[config.mk]
export PLATFORM = sky130hd
export DESIGN_NAME = prio_chain_enc
export DESIGN_NICKNAME = d
export VERILOG_FILES = /design/src/rtl/prio_enc_pkg.sv /design/src/rtl/prio_stage.sv /design/src/rtl/grp_index_enc.sv /design/src/rtl/prio_chain_enc.sv
export SDC_FILE = /design/constraint.sdc
export NUM_CORES = 1
export LEC_CHECK = 0
export CAP_MARGIN = 0
export CELL_PAD_IN_SITES_DETAIL_PLACEMENT = 0
export CELL_PAD_IN_SITES_GLOBAL_PLACEMENT = 1
export CORE_UTILIZATION = 17
export DETAILED_ROUTE_END_ITERATION = 16
export PLACE_DENSITY_LB_ADDON = 0.1
export SLEW_MARGIN = 20
export SYNTH_ARGS = -nofsm -noshare
export SYNTH_HDL_FRONTEND = slang
export SYNTH_SLANG_ARGS = --single-unit
export TNS_END_PERCENT = 5
[constraint.sdc]
create_clock -name vclk -period 1.75
set_input_delay 0.175 -clock vclk [all_inputs]
set_output_delay 0.175 -clock vclk [all_outputs]
set_load 0.05 [all_outputs]
[src/rtl/prio_enc_pkg.sv]
package prio_enc_pkg;
  localparam int LINES = 8;
  localparam int IDX_W = 3;

  typedef struct packed {
    logic             hit;
    logic [IDX_W-1:0] idx;
  } win_t;

  // Highest-numbered low line among eight; hit clear when none is low.
  function automatic win_t pick_highest(input logic [LINES-1:0] lines_n);
    win_t w;
    w = '0;
    for (int i = 0; i < LINES; i++) begin
      if (!lines_n[i]) begin
        w.hit = 1'b1;
        w.idx = IDX_W'(i);
      end
    end
    return w;
  endfunction

  // Active-low code style: the inverse of the index.
  function automatic logic [IDX_W-1:0] to_low_code(input logic [IDX_W-1:0] idx);
    return ~idx;
  endfunction
endpackage

[src/rtl/prio_stage.sv]
module prio_stage
  import prio_enc_pkg::*;
(
  input  logic             ei_n,
  input  logic [LINES-1:0] req_n,
  output logic [IDX_W-1:0] a_n,
  output logic             gs_n,
  output logic             eo_n
);
  win_t win;
  logic enabled;
  logic req_seen;

  assign win      = pick_highest(req_n);
  assign enabled  = !ei_n;
  assign req_seen = win.hit;

  always_comb begin
    if (!enabled) begin
      a_n  = '1;
      gs_n = 1'b1;
      eo_n = 1'b1;
    end else if (req_seen) begin
      a_n  = to_low_code(win.idx);
      gs_n = 1'b0;
      eo_n = 1'b1;
    end else begin
      a_n  = '1;
      gs_n = 1'b1;
      eo_n = 1'b0;
    end
  end

  always_comb begin
    if (ei_n) begin
      p_disabled_high_r3: assert (a_n == '1 && gs_n && eo_n);
    end
    if (!ei_n) begin
      p_flags_exclusive_r5: assert (gs_n != eo_n);
    end
    if (!ei_n && (&req_n)) begin
      p_idle_r4: assert (a_n == '1 && gs_n && !eo_n);
    end
    if (!gs_n) begin
      p_winner_low_r1: assert (!req_n[~a_n]);
    end
    for (int j = 0; j < LINES; j++) begin
      if (!gs_n && j > int'(IDX_W'(~a_n))) begin
        p_above_idle_r2: assert (req_n[j]);
      end
    end
  end
endmodule

[src/rtl/grp_index_enc.sv]
module grp_index_enc #(
  parameter int N_GRP = 4,
  localparam int SW   = (N_GRP > 1) ? $clog2(N_GRP) : 1
) (
  input  logic [N_GRP-1:0] gs_n,
  output logic [SW-1:0]    idx_n
);
  logic [SW-1:0] idx;
  logic          any;

  always_comb begin
    idx = '0;
    any = 1'b0;
    for (int g = 0; g < N_GRP; g++) begin
      if (!gs_n[g]) begin
        idx = SW'(g);
        any = 1'b1;
      end
    end
    idx_n = any ? ~idx : '1;
  end

  always_comb begin
    if (&gs_n) begin
      p_idle_ones_r8: assert (idx_n == '1);
    end
  end
endmodule

[src/rtl/prio_chain_enc.sv]
module prio_chain_enc
  import prio_enc_pkg::*;
#(
  parameter int N_STAGES = 4,
  localparam int REQ_W   = LINES * N_STAGES,
  localparam int STAGE_W = (N_STAGES > 1) ? $clog2(N_STAGES) : 0,
  localparam int CODE_W  = IDX_W + STAGE_W
) (
  input  logic              en_n,
  input  logic [REQ_W-1:0]  req_n,
  output logic [CODE_W-1:0] code_n,
  output logic              grp_n,
  output logic              eo_n
);
  logic [N_STAGES:0]               ei_chain;
  logic [N_STAGES-1:0]             gs_vec;
  logic [N_STAGES-1:0][IDX_W-1:0]  stage_code;
  logic [IDX_W-1:0]                low_bits;

  assign ei_chain[N_STAGES] = en_n;

  for (genvar s = 0; s < N_STAGES; s++) begin : g_stage
    prio_stage u_stage (
      .ei_n  (ei_chain[s+1]),
      .req_n (req_n[LINES*s +: LINES]),
      .a_n   (stage_code[s]),
      .gs_n  (gs_vec[s]),
      .eo_n  (ei_chain[s])
    );
  end

  always_comb begin
    low_bits = '1;
    for (int s = 0; s < N_STAGES; s++) low_bits = low_bits & stage_code[s];
  end

  if (N_STAGES > 1) begin : g_upper
    logic [STAGE_W-1:0] upper_n;
    grp_index_enc #(.N_GRP(N_STAGES)) u_grp (
      .gs_n  (gs_vec),
      .idx_n (upper_n)
    );
    assign code_n = {upper_n, low_bits};
  end else begin : g_single
    assign code_n = low_bits;
  end

  assign grp_n = &gs_vec;
  assign eo_n  = ei_chain[0];

  always_comb begin
    p_one_stage_r7: assert ($countones(~gs_vec) <= 1);
    if (!eo_n) begin
      p_eo_idle_r8: assert (!en_n && (&req_n));
    end
    if (en_n) begin
      p_off_high_r8: assert (code_n == '1 && grp_n && eo_n);
    end
    if (!grp_n) begin
      p_winner_low_r6: assert (!req_n[~code_n]);
    end
  end
endmodule

==> flow_summary.toml <==
[run_status]
violations = "setup timing"
status = "finished with violations"

[logic_synthesis]
seq_area_frac_synth_pct = 0
avgSynthCellArea_um2 = 5.67
netlist_area_um2 = 352
yosys.area.top_type_share_pct = 14.2
synth_top_cell_by_area = "nand4_1"
synthTopCellsByArea = "nand4_1, o21ai_0, nand2_1, inv_1, nand3_1"
syn_nets = 95
syn_inst = 62
synth_warnings = 0
ys_types = 23

[route]
post_drt_wl_per_cell_um = 10.3
route.detailed.drc = 0
dr.pass1.iters = 4
vias = 742
ant_nets = 0
drtIter0Drc = 8
viasPerCell = 4.50
totalWireLength_mm = 1.70

[sta]
finalMaxSlewViolations = 0
hold_viol_final = 0
tightest_slew_ns = 0.233
min_period_ns = 1.79
setup_ws_ns = -0.0439
rsz0062_at_grt = "true"
max-slew-margin-rel_pct = 84.4
setup_violations = 2
period_share_pct = 103
max_freq_mhz = 557

[cells_and_area]
register_area_um2 = 0
finalNetCount = 173
clockBufferCount = 0
final_cell_mix = "buf_4, nand4_1, nand2_1, o21ai_0"
insertedDiodeCount = 0
final_util_pct = 54.4
syn_to_final_growth_pct = 204
final_common_cell = "buf_4"
design.seq.count = 0
drive_above_1_share_pct = 47.8

[placement]
port-buffer-count = 40
routabilityCongestion = 0.699
hpwlAfterDp_mm = 1.41
dpl_worst_slack_ns = -0.449

[grt]
grt_pass1_vias = 697
antenna_found_initial = 0
globalRouteTotalUtil_pct = 16.4
gr-total-overflow = 0
grt_pass1_wl_mm = 2.74
grt_start_max_net_pins = 6

[floorplanning]
fp.coreArea_mm2 = 0.00196
die_area_mm2 = 0.00225
ios = 40
initial_core_util_pct = 17.9
fp.dieW_um = 47.5
die_y_um = 47.5
rows = 16

[run]
max-cap-violations = 0

[power]
power.leakage_nw = 0.519
power.density_mw_per_mm2 = 196
peakVddDrop_mv = 0.0819

[worst_setup_path]
critPathLaunch = "req_n[13]"
path_max_fanout = 2
worstPathRequired_ns = 1.57
path_class = "primary input to output port"
cp.arrival_ns = 1.62
endpoint_kind = "output port"
crit_path_start_kind = "primary input"

[cts]
ctsHoldBuffers = 0

[min_path]
hold_path.class = "primary input to output port"
hold_start = "req_n[31]"
-- where the power goes --
part / total (W) / leakage, nW / internal (W) / switching (W)
registers: 0 / 0 / 0 / 0
logic: 0.000209 / 0.519 / 0.000118 / 0.0000904
clock network: 0 / 0 / 0 / 0
-- layout make-up --
type | count | area (um2)
fillers | 220 | 895
inverters | 7 | 26.3
well taps | 27 | 33.8
repair buffers | 76 | 674
multi-input cells | 55 | 333
-- Yosys cell counts, drive strengths merged (2+ instances only) --
library cell	number
nand2	10
o21ai	9
nand4	8
inv	7
nand3	4
nor2	4
nand2b	3
a21oi	2
a31oi	2
-- metrics by stage --
stage | power, W | hold slack, ns | instances | setup TNS, ns | area (um2)
finish | 0.000209 | 0.893 | 165 | -0.0556 | 1070
global route | 0.000227 | 0.914 | 165 | -0.303 | 1070
CTS | 0.000211 | 0.884 | 164 | 0 | 1070
detailed placement | 0.000225 | 1.14 | 157 | -1.76 | 1040
global placement | 0.000223 | 1.15 | 157 | -1.69 | 1040
floorplan | 0.0000611 | 0.573 | 62 | 0 | 352
-- per-layer routing --
metal	vias up	track usage [%]	share of wire, %
li1	393	-	-
met2	25	33.4	51
met4	0	0	0
met5	-	0	0
met3	0	0.755	5.6
met1	324	19.6	43
-- kinds of logic (layout without fill, tap and decap cells) --
group / after synthesis / count (layout) / synth area share [%]
AND/OR/NAND/NOR: 34 / 34 / 54.8
AO/OA/AOI/OAI: 21 / 21 / 37.7
buffers and inverters: 7 / 83 / 7.47
-- worst max-delay path, cell delays in order --
cell and delay (ns):
buf_6 0.07, nand4_1 0.12, or3_4 0.42, or4_4 0.54, nand2b_4 0.16, buf_8 0.14
-- worst paths after layout --
check,end,cells past startpoint
min,code_n[1],3
max,eo_n,6
-- repair_timing --
| item | in CTS | in global routing |
|---|---|---|
| pin swaps | 17 | 6 |
| gates cloned | 0 | 0 |
| setup buffers | 7 | 1 |
| endpoints found under the setup margin | 6 | 5 |
| resized for setup | 86 | 8 |
Power figures use the tool's default switching activity.
